==> src/rtl/edoMemPkg.sv <==
package edoMemPkg;
  localparam int LANES = 8;

  typedef enum logic [1:0] {SEL_ROW, SEL_COL, SEL_REF} addrSel_e;

  // Strobes from sequencer to datapath; datapath registers them onto pins.
  typedef struct packed {
    logic     rasOn;
    logic     casAll;
    logic     casByBe;
    logic     weOn;
    logic     oeOn;
    addrSel_e addrSel;
    logic     dqDrive;
    logic     capture;
    logic     refRowInc;
    logic     latchReq;
  } memStrobe_t;
endpackage

==> src/rtl/edoMemRefTimer.sv <==
module edoMemRefTimer #(
  parameter int INTERVAL = 1560
) (
  input  logic clk,
  input  logic rstN,
  input  logic en,
  output logic tick
);
  localparam int W = $clog2(INTERVAL + 1);
  logic [W-1:0] count;

  always_ff @(posedge clk or negedge rstN) begin
    if (!rstN) begin
      count <= '0;
      tick  <= 1'b0;
    end else if (!en) begin
      count <= '0;
      tick  <= 1'b0;
    end else if (count == W'(INTERVAL - 1)) begin
      count <= '0;
      tick  <= 1'b1;
    end else begin
      count <= count + 1'b1;
      tick  <= 1'b0;
    end
  end
endmodule

==> src/rtl/edoMemSeq.sv <==
module edoMemSeq import edoMemPkg::*; #(
  parameter int T_RCD        = 4,
  parameter int T_CAS        = 2,
  parameter int T_CP         = 1,
  parameter int T_RP         = 4,
  parameter int T_CSR        = 1,
  parameter int T_RASR       = 6,
  parameter int INIT_CYCLES  = 20000,
  parameter int INIT_REFS    = 8,
  parameter bit RAS_ONLY_REF = 1'b0,
  parameter int CNT_W        = 16
) (
  input  logic       clk,
  input  logic       rstN,
  input  logic       reqValid,
  input  logic       pageHit,
  input  logic       writeQ,
  input  logic       refTick,
  output logic       reqAck,
  output logic       ready,
  output memStrobe_t stb
);
  localparam int IL_W = $clog2(INIT_REFS + 1);

  typedef enum logic [3:0] {
    S_INIT, S_IDLE, S_ROW, S_PSET, S_COL, S_PAGE, S_PRE, S_CSR, S_CREF, S_RREF
  } seqState_e;

  seqState_e  state, stateN;
  logic [CNT_W-1:0] cnt, cntN;
  logic [IL_W-1:0]  initLeft;
  logic refPend, takeRef, doneInitRef, cntZero;

  assign cntZero = (cnt == '0);
  assign ready   = (state != S_INIT) && (initLeft == '0);

  always_comb begin
    stb         = '0;
    stb.addrSel = SEL_COL;
    stateN      = state;
    cntN        = cntZero ? cnt : cnt - 1'b1;
    reqAck      = 1'b0;
    takeRef     = 1'b0;
    doneInitRef = 1'b0;
    unique case (state)
      S_INIT: if (cntZero) stateN = S_IDLE;
      S_IDLE: begin
        if (initLeft != '0 || refPend) begin
          takeRef = (initLeft == '0);
          if (initLeft == '0 && RAS_ONLY_REF) begin
            stateN = S_RREF;
            cntN   = CNT_W'(T_RASR - 1);
          end else begin
            stateN = S_CSR;
            cntN   = CNT_W'(T_CSR - 1);
          end
        end else if (reqValid) begin
          reqAck       = 1'b1;
          stb.latchReq = 1'b1;
          stateN       = S_ROW;
          cntN         = CNT_W'(T_RCD - 1);
        end
      end
      S_ROW: begin
        stb.rasOn   = 1'b1;
        stb.addrSel = SEL_ROW;
        stb.weOn    = writeQ;
        if (cntZero) begin
          stateN = S_COL;
          cntN   = CNT_W'(T_CAS - 1);
        end
      end
      S_PSET: begin
        stb.rasOn = 1'b1;
        stb.weOn  = writeQ;
        stateN    = S_COL;
        cntN      = CNT_W'(T_CAS - 1);
      end
      S_COL: begin
        stb.rasOn   = 1'b1;
        stb.casAll  = !writeQ;
        stb.casByBe = writeQ;
        stb.weOn    = writeQ;
        stb.oeOn    = !writeQ;
        stb.dqDrive = writeQ;
        stb.capture = !writeQ && cntZero;
        if (cntZero) begin
          stateN = S_PAGE;
          cntN   = CNT_W'(T_CP - 1);
        end
      end
      S_PAGE: begin
        stb.rasOn = 1'b1;
        if (cntZero) begin
          if (refPend) begin
            stateN = S_PRE;
            cntN   = CNT_W'(T_RP - 1);
          end else if (reqValid) begin
            if (pageHit) begin
              reqAck       = 1'b1;
              stb.latchReq = 1'b1;
              stateN       = S_PSET;
            end else begin
              stateN = S_PRE;
              cntN   = CNT_W'(T_RP - 1);
            end
          end
        end
      end
      S_PRE: if (cntZero) stateN = S_IDLE;
      S_CSR: begin
        stb.casAll = 1'b1;
        if (cntZero) begin
          stateN = S_CREF;
          cntN   = CNT_W'(T_RASR - 1);
        end
      end
      S_CREF: begin
        stb.rasOn  = 1'b1;
        stb.casAll = 1'b1;
        if (cntZero) begin
          stateN      = S_PRE;
          cntN        = CNT_W'(T_RP - 1);
          doneInitRef = (initLeft != '0);
        end
      end
      S_RREF: begin
        stb.rasOn   = 1'b1;
        stb.addrSel = SEL_REF;
        if (cntZero) begin
          stb.refRowInc = 1'b1;
          stateN        = S_PRE;
          cntN          = CNT_W'(T_RP - 1);
        end
      end
      default: stateN = S_IDLE;
    endcase
  end

  always_ff @(posedge clk or negedge rstN) begin
    if (!rstN) begin
      state    <= S_INIT;
      cnt      <= CNT_W'(INIT_CYCLES - 1);
      initLeft <= IL_W'(INIT_REFS);
      refPend  <= 1'b0;
    end else begin
      state   <= stateN;
      cnt     <= cntN;
      refPend <= (refPend && !takeRef) || refTick;
      if (doneInitRef) initLeft <= initLeft - 1'b1;
    end
  end
endmodule

==> src/rtl/edoMemPath.sv <==
module edoMemPath import edoMemPkg::*; #(
  parameter int ADDR_BITS = 22,
  parameter int ROW_BITS  = 11,
  parameter int LANE_W    = 9,
  parameter int COL_BITS  = ADDR_BITS - ROW_BITS,
  parameter int MUX_W     = (ROW_BITS > COL_BITS) ? ROW_BITS : COL_BITS,
  parameter int DATA_W    = LANES * LANE_W
) (
  input  logic                 clk,
  input  logic                 rstN,
  input  memStrobe_t           stb,
  input  logic [ADDR_BITS-1:0] reqAddr,
  input  logic                 reqWrite,
  input  logic [LANES-1:0]     reqBe,
  input  logic [DATA_W-1:0]    reqWdata,
  input  logic [DATA_W-1:0]    memDqIn,
  output logic                 pageHit,
  output logic                 writeQ,
  output logic [MUX_W-1:0]     memAddr,
  output logic                 memRasN,
  output logic [LANES-1:0]     memCasN,
  output logic                 memWeN,
  output logic                 memOeN,
  output logic [DATA_W-1:0]    memDqOut,
  output logic                 memDqOe,
  output logic                 rdValid,
  output logic [DATA_W-1:0]    rdData
);
  logic [ROW_BITS-1:0] rowQ, refRow;
  logic [COL_BITS-1:0] colQ;
  logic [LANES-1:0]    beQ;
  logic [DATA_W-1:0]   wdataQ;
  logic [MUX_W-1:0]    addrNext;
  logic [LANES-1:0]    casNext;
  logic                capD;

  assign pageHit  = (reqAddr[ADDR_BITS-1 -: ROW_BITS] == rowQ);
  assign memDqOut = wdataQ;

  always_comb begin
    unique case (stb.addrSel)
      SEL_ROW: addrNext = MUX_W'(rowQ);
      SEL_REF: addrNext = MUX_W'(refRow);
      default: addrNext = MUX_W'(colQ);
    endcase
  end

  for (genvar i = 0; i < LANES; i++) begin : gLane
    assign casNext[i] = !(stb.casAll || (stb.casByBe && beQ[i]));
  end

  always_ff @(posedge clk or negedge rstN) begin
    if (!rstN) begin
      rowQ   <= '0;
      colQ   <= '0;
      beQ    <= '0;
      wdataQ <= '0;
      writeQ <= 1'b0;
      refRow <= '0;
    end else begin
      if (stb.latchReq) begin
        rowQ   <= reqAddr[ADDR_BITS-1 -: ROW_BITS];
        colQ   <= reqAddr[COL_BITS-1:0];
        beQ    <= reqBe;
        wdataQ <= reqWdata;
        writeQ <= reqWrite;
      end
      if (stb.refRowInc) refRow <= refRow + 1'b1;
    end
  end

  always_ff @(posedge clk or negedge rstN) begin
    if (!rstN) begin
      memAddr <= '0;
      memRasN <= 1'b1;
      memCasN <= '1;
      memWeN  <= 1'b1;
      memOeN  <= 1'b1;
      memDqOe <= 1'b0;
      capD    <= 1'b0;
      rdValid <= 1'b0;
      rdData  <= '0;
    end else begin
      memAddr <= addrNext;
      memRasN <= !stb.rasOn;
      memCasN <= casNext;
      memWeN  <= !stb.weOn;
      memOeN  <= !stb.oeOn;
      memDqOe <= stb.dqDrive;
      capD    <= stb.capture;
      rdValid <= capD;
      if (capD) rdData <= memDqIn;
    end
  end
endmodule

==> src/rtl/edoMemCtrl.sv <==
module edoMemCtrl import edoMemPkg::*; #(
  parameter int ADDR_BITS    = 22,
  parameter int ROW_BITS     = 11,
  parameter int LANE_W       = 9,
  parameter int T_RCD        = 4,
  parameter int T_CAS        = 2,
  parameter int T_CP         = 1,
  parameter int T_RP         = 4,
  parameter int T_CSR        = 1,
  parameter int T_RASR       = 6,
  parameter int REF_INTERVAL = 1560,
  parameter int INIT_CYCLES  = 20000,
  parameter int INIT_REFS    = 8,
  parameter bit RAS_ONLY_REF = 1'b0,
  parameter int COL_BITS     = ADDR_BITS - ROW_BITS,
  parameter int MUX_W        = (ROW_BITS > COL_BITS) ? ROW_BITS : COL_BITS,
  parameter int DATA_W       = LANES * LANE_W
) (
  input  logic                 clk,
  input  logic                 rstN,
  input  logic                 reqValid,
  input  logic                 reqWrite,
  input  logic [ADDR_BITS-1:0] reqAddr,
  input  logic [LANES-1:0]     reqBe,
  input  logic [DATA_W-1:0]    reqWdata,
  output logic                 reqAck,
  output logic                 rdValid,
  output logic [DATA_W-1:0]    rdData,
  output logic [MUX_W-1:0]     memAddr,
  output logic                 memRasN,
  output logic [LANES-1:0]     memCasN,
  output logic                 memWeN,
  output logic                 memOeN,
  output logic [DATA_W-1:0]    memDqOut,
  output logic                 memDqOe,
  input  logic [DATA_W-1:0]    memDqIn
);
  localparam int CNT_W = $clog2(INIT_CYCLES + T_RCD + T_CAS + T_CP + T_RP + T_CSR + T_RASR + 2);

  memStrobe_t stb;
  logic pageHit, writeQ, refTick, ready;

  edoMemRefTimer #(.INTERVAL(REF_INTERVAL)) uTimer (
    .clk(clk), .rstN(rstN), .en(ready), .tick(refTick)
  );

  edoMemSeq #(
    .T_RCD(T_RCD), .T_CAS(T_CAS), .T_CP(T_CP), .T_RP(T_RP), .T_CSR(T_CSR),
    .T_RASR(T_RASR), .INIT_CYCLES(INIT_CYCLES), .INIT_REFS(INIT_REFS),
    .RAS_ONLY_REF(RAS_ONLY_REF), .CNT_W(CNT_W)
  ) uSeq (
    .clk(clk), .rstN(rstN), .reqValid(reqValid), .pageHit(pageHit),
    .writeQ(writeQ), .refTick(refTick), .reqAck(reqAck), .ready(ready), .stb(stb)
  );

  edoMemPath #(
    .ADDR_BITS(ADDR_BITS), .ROW_BITS(ROW_BITS), .LANE_W(LANE_W)
  ) uPath (
    .clk(clk), .rstN(rstN), .stb(stb), .reqAddr(reqAddr), .reqWrite(reqWrite),
    .reqBe(reqBe), .reqWdata(reqWdata), .memDqIn(memDqIn), .pageHit(pageHit),
    .writeQ(writeQ), .memAddr(memAddr), .memRasN(memRasN), .memCasN(memCasN),
    .memWeN(memWeN), .memOeN(memOeN), .memDqOut(memDqOut), .memDqOe(memDqOe),
    .rdValid(rdValid), .rdData(rdData)
  );
endmodule

==> config.mk <==
export PLATFORM = sky130hd
export DESIGN_NAME = edoMemCtrl
export DESIGN_NICKNAME = d
export VERILOG_FILES = /design/src/rtl/edoMemPkg.sv /design/src/rtl/edoMemRefTimer.sv /design/src/rtl/edoMemSeq.sv /design/src/rtl/edoMemPath.sv /design/src/rtl/edoMemCtrl.sv
export SDC_FILE = /design/constraint.sdc
export NUM_CORES = 1
export LEC_CHECK = 0
export BUFFER_PORTS_ARGS = -buffer_cell sky130_fd_sc_hd__buf_2
export CORE_AREA = 4 4 178 180
export CTS_CLUSTER_SIZE = 25
export DETAILED_ROUTE_END_ITERATION = 8
export DIE_AREA = 0 0 182 184
export MAX_ROUTING_LAYER = met4
export SLEW_MARGIN = 20
export SYNTH_ARGS = -nofsm -noshare
export SYNTH_HDL_FRONTEND = slang
export SYNTH_SLANG_ARGS = --single-unit
==> constraint.sdc <==
create_clock -name clk -period 9.9 [get_ports clk]
set_clock_uncertainty 0.2 [all_clocks]
set_input_delay 1.98 -clock clk [delete_from_list [all_inputs] [get_ports clk]]
set_output_delay 1.98 -clock clk [all_outputs]
set_load 0.005 [all_outputs]
Word level (Yosys, flattened, before mapping)
Index checks and enable logic that the tools add are counted.
Operators by class
  add/sub/neg operators: 4
  multipliers: 0
  div/mod/pow operators: 0
  order comparisons: 0
  eq/ne operators: 20
  shift operators: 0
  multiplexer cells: 49
  bitwise logic cells: 0
  reductions and logical operators: 46
Operators by type and width (number)
  $mux 15: 11
  $pmux 15 s7: 1
  $mux 4: 10
  $pmux 4 s8: 1
  $add 11x1->11 const B: 2
  $mux 11: 2
  $pmux 11 s2: 1
  $mux 1: 18
  $eq 4x3->1 const B: 4
  $logic_not 15->1: 1
  $sub 15x1->15 const B: 1
  $logic_not 1->1: 13
  $ne 2x1->1 const B: 6
  $eq 11x11->1: 1
  $eq 11x11->1 const B: 1
  $logic_and 1x1->1: 11
  $logic_or 1x1->1: 10
  $eq 4x2->1 const B: 2
  $eq 4x4->1 const B: 2
  $logic_not 4->1: 2
  $reduce_and 8->1: 1
  $reduce_bool 4->1: 2
  $ne 3x2->1 const B: 2
  $reduce_or 2->1: 3
  10 further kinds: 11
Storage, ports and cells
  register bits: 247
  latch bits: 0
  bits in writable memories: 0
  ROM bits: 0
  input bits: 178
  output and inout bits: 169
  word-level logic and storage cells: 140
  memories: 0

Longest topological paths before layout
  depth in word-level cells: 7
  mapped depth: 12
  depth with buffers taken out: 12

Hierarchy
From an unflattened synthesis, not the netlist that was laid out.
Unflattened totals
  cells, all modules: 761
  area total of the unflattened synthesis: 10343.7 um2
Modules (own cells, without submodules)
  edoMemPath: instances 1, cells each 498, area an instance 7995.2 um2
  edoMemSeq: instances 1, cells each 209, area an instance 1778.0 um2
  edoMemRefTimer: instances 1, cells each 54, area an instance 570.5 um2

Worst setup path after synthesis
No wires, ideal clock.
  path type: input-to-output
  start point: input reqAddr[18]
  end point: output reqAck
  data arrival time: 3.755 ns
  data required time: 7.720 ns
  path slack: 3.965 ns
  stages: 8
  buffers on the path: 2
  cell sequence: xor2_1 or4_1 or3_1 nor3_2 o2111ai_2 buf_6 buf_6 inv_1
Between the ends
  word-level cells in the longest chain between the ends: 6
Ends and longest elaborated chain
  start: declaration: line edoMemCtrl.sv:23  | input logic [ADDR_BITS-1:0] reqAddr,
  $eq 11x11->1: line edoMemPath.sv:37  | assign pageHit = (reqAddr[ADDR_BITS-1 -: ROW_BITS] == rowQ);
  $mux 1: line edoMemSeq.sv:99  | if (pageHit) begin
  $mux 1: line edoMemSeq.sv:98  | end else if (reqValid) begin
  $mux 1: line edoMemSeq.sv:95  | if (refPend) begin
  $mux 1: line edoMemSeq.sv:94  | if (cntZero) begin
  $pmux 1 s2: line edoMemSeq.sv:45  | unique case (state)
  end: declaration: line edoMemCtrl.sv:26  | output logic reqAck,
Every way passes these cells.

Worst setup path after layout
Ends and elaborated chain as after synthesis.

==> out/results.tsv <==
stage	metric	value	unit
pwr	ir_drop	0.000116	V
clock_network	numCtsBuffers	27	
grt	grt_overflow	0	
setup_path	critPathArrivalTime	4.26	ns
clock_network	clock_path_buffers	3	
synth	syn_nets	942	
detailed_routing	wire_per_inst	17.0	um
sta	setup_tns	0	ns
layout	area_growth	29.9	%
grt	antenna_found_initial	2	
detailed_routing	drc_errors	0	
clock_network	cts_max_level	1	
sta	min_period	6.44	ns
detailed_routing	viasPerCell	4.65	
job	drv_cap	0	
place	hpwlAfterDp	19200	um
detailed_routing	routed_wl	26000	um
setup_path	worst_setup_path_end_kind	output pin	
die	die_w	182	um
synth	ys_async_sr_fraction	100	%
clock_network	cts_setup_buffers	0	
setup_path	reg2reg_depth	9	
sta	fmax	155	MHz
sta	whs	0.205	ns
synth	synth_seq_cells	247	
detailed_routing	drtIter0Drc	249	
clock_network	cts_resized	0	
synth	synth_cell_types	48	
synth	synthTopCellsByCount	dfrtp_1 (226), mux2_2 (117), mux2_4 (59)	
clock_network	cts_tree	yes	
synth	synth-edff-count	0	
setup_path	crit_type	in -> out	
clock_network	root_buffer	clkbuf_16	
layout	seqCellArea	6210	um2
detailed_routing	first_pass_iters	4	
synth	syn_avg_cell_area	13.7	um2
synth	yosys_warnings	0	
place	place_inst	1472	
detailed_routing	ant_nets	0	
die	core	30200	um2
clock_network	clock-sinks	247	
pwr	power.leakage	7.37	nW
sta	rsz0062_at_grt	false	
setup_path	rr_startpoint	uSeq.cnt[0]	
synth	syn_inst	756	
die	initial_core_util	34.3	%
place	place_congestion	0.797	
clock_network	cts_hold_buf	0	
sta	relSlewSlack	32.2	%
grt	grt_pass1_wl	40100	um
hold_path	min_from	uPath.beQ[7]	
synth	yosysMostFrequentCell	dfrtp_1	
hold_path	whs_path_depth	1	
grt	grt_max_degree	133	
layout	instances_no_fill	1523	
detailed_routing	vias	7088	
outcome	outcome	finished, final reports clean	
layout	fin_util	44.6	%
sta	fin_crit_sh	65.0	%
die	dieArea	33500	um2
hold_path	hold_path.class	reg -> reg	
setup_path	cp_data_required_time	7.72	ns
sta	report.final.slew_viol_count	0	
pwr	powerDensity	158	nW/um2
hold_path	worstHoldEndpoint	uPath.memCasN[7]	
sta	setup_viol	0	
setup_path	r2r-end	uPath.beQ[3]	
layout	nets	1292	
die	chipHeight	184	um
layout	nFillCells	2815	
grt	grt_pass1_vias	7160	
clock_network	clkLatencyLatePin	0.54	ns
setup_path	worstPathMaxFanout	46	
grt	grt_use_total	15.1	%
setup_path	cp-start-kind	primary input	
die	pin_count	347	
layout	multiInputGateArea	3940	um2
clock_network	path_clk_slew	0.05	ns
synth	synth_top_area_share	54.6	%
synth	syn_area	10400	um2
synth	synth_top_flop_cell	dfrtp_1	
setup_path	rrSetupSlack	6.04	ns
synth	synth_area_leader_cell	dfrtp_1	
sta	final_hold_viol_count	0	
sta	tightest_slew	1.02	ns
die	std_cell_rows	64	
place	portBuffers	346	
synth	yosysSeqAreaShare	59.9	%
synth	synth_area_leaders	dfrtp_1 (55%), mux2_2 (13%), mux2_4 (8.6%)	
pwr	totalPowerFinal	2.13	mW
layout	drive_gt1_share	53.2	%
[cells in the final DEF (no fill, tap or decap), types with 5 or more instances in the layout]
cell / synthesis / final
nor3_1: 12 / 12
ha_1: 8 / 8
clkbuf_16: 0 / 27
mux2_4: 59 / 59
xnor2_1: 21 / 21
and3_1: 8 / 8
dfstp_2: 21 / 21
a22oi_1: 13 / 13
nand2b_1: 6 / 6
buf_4: 0 / 5
nand3_1: 11 / 11
nand4_1: 8 / 8
nand2_1: 48 / 48
clkbuf_1: 19 / 5
xor2_1: 22 / 22
clkbuf_8: 0 / 7
inv_1: 12 / 12
o21ai_0: 13 / 13
buf_2: 4 / 345
nor2_1: 52 / 52
a21oi_1: 24 / 24
mux2_2: 117 / 117
dfrtp_1: 226 / 225
[worst max-delay path: stages]
cell and delay, ns:
buf_2 0.11, xor2_1 0.15, or4_1 0.52, or3_1 0.45, nor3_2 0.25, o2111ai_4 0.12
buf_4 0.37, inv_1 0.13, buf_2 0.14
[stage by stage]
stage | cell area, um2 | setup WS, ns
final | 13500 | 3.46
after global routing | 13500 | 3.35
after CTS | 13400 | 3.47
after global placement | 12500 | 3.53
after floorplan | 10400 | 3.97
after detailed placement | 12500 | 3.47
[routing by layer]
metal  up-vias  wire length, um  global-route usage [%]
met5         -                0                       -
met4         0              486                    3.48
met3        41             1890                    3.60
met2       247            12600                    24.5
met1      3455            11000                    19.3
li1       3345                -                       -
[kinds of logic after synthesis]
logic type,synth area share [%]
buffers and inverters,2.11
xor gates and xnor gates,3.64
adders and majority gates,0.966
and+or+nand+nor,7.68
AOI/OAI and AO/OA,4.40
DFF,59.9
muxes,21.3
[worst max path at each step]
| stage | startpoint | slack (ns) | endpoint | cells past startpoint |
|---|---|---|---|---|
| finish | reqAddr[18] | 3.46 | reqAck | 9 |
| global route | reqAddr[18] | 3.35 | reqAck | 9 |
| CTS | reqAddr[18] | 3.47 | reqAck | 9 |
| detailed placement | reqAddr[18] | 3.47 | reqAck | 9 |
| global placement | reqAddr[18] | 3.53 | reqAck | 9 |
| floorplan | reqAddr[18] | 3.97 | reqAck | 8 |
[power breakdown]
part           total, mW  switching, mW  internal (mW)
clock network       1.06          0.404          0.659
registers           1.01              0           1.01
logic             0.0601         0.0313         0.0288
total               2.13          0.435           1.70
[final cells by class]
cell class / instances / area share, %
clock buffers: 39 / 5.88
multi-input cells: 466 / 29.3
flip-flops and latches: 247 / 46.1
clock inverters: 9 / 1.23
repair buffers: 352 / 13.4
diodes: 2 / 0.0372
well taps: 396 / 3.68
inverters: 12 / 0.335
[flip-flops by register name (all words and copies together) (netlist names), 4 cells and up]
| name | count |
|---|---|
| uPath.refRow | 11 |
| uPath.beQ | 8 |
| uPath.rowQ | 11 |
| uPath.memDqOut | 72 |
| uSeq.cnt | 15 |
| uPath.memAddr | 11 |
| uSeq.initLeft | 4 |
| uSeq.state | 4 |
| uPath.colQ | 11 |
| uPath.memCasN | 8 |
| uPath.rdData | 72 |
| uTimer.count | 11 |
(Power assumes the default switching activity.)
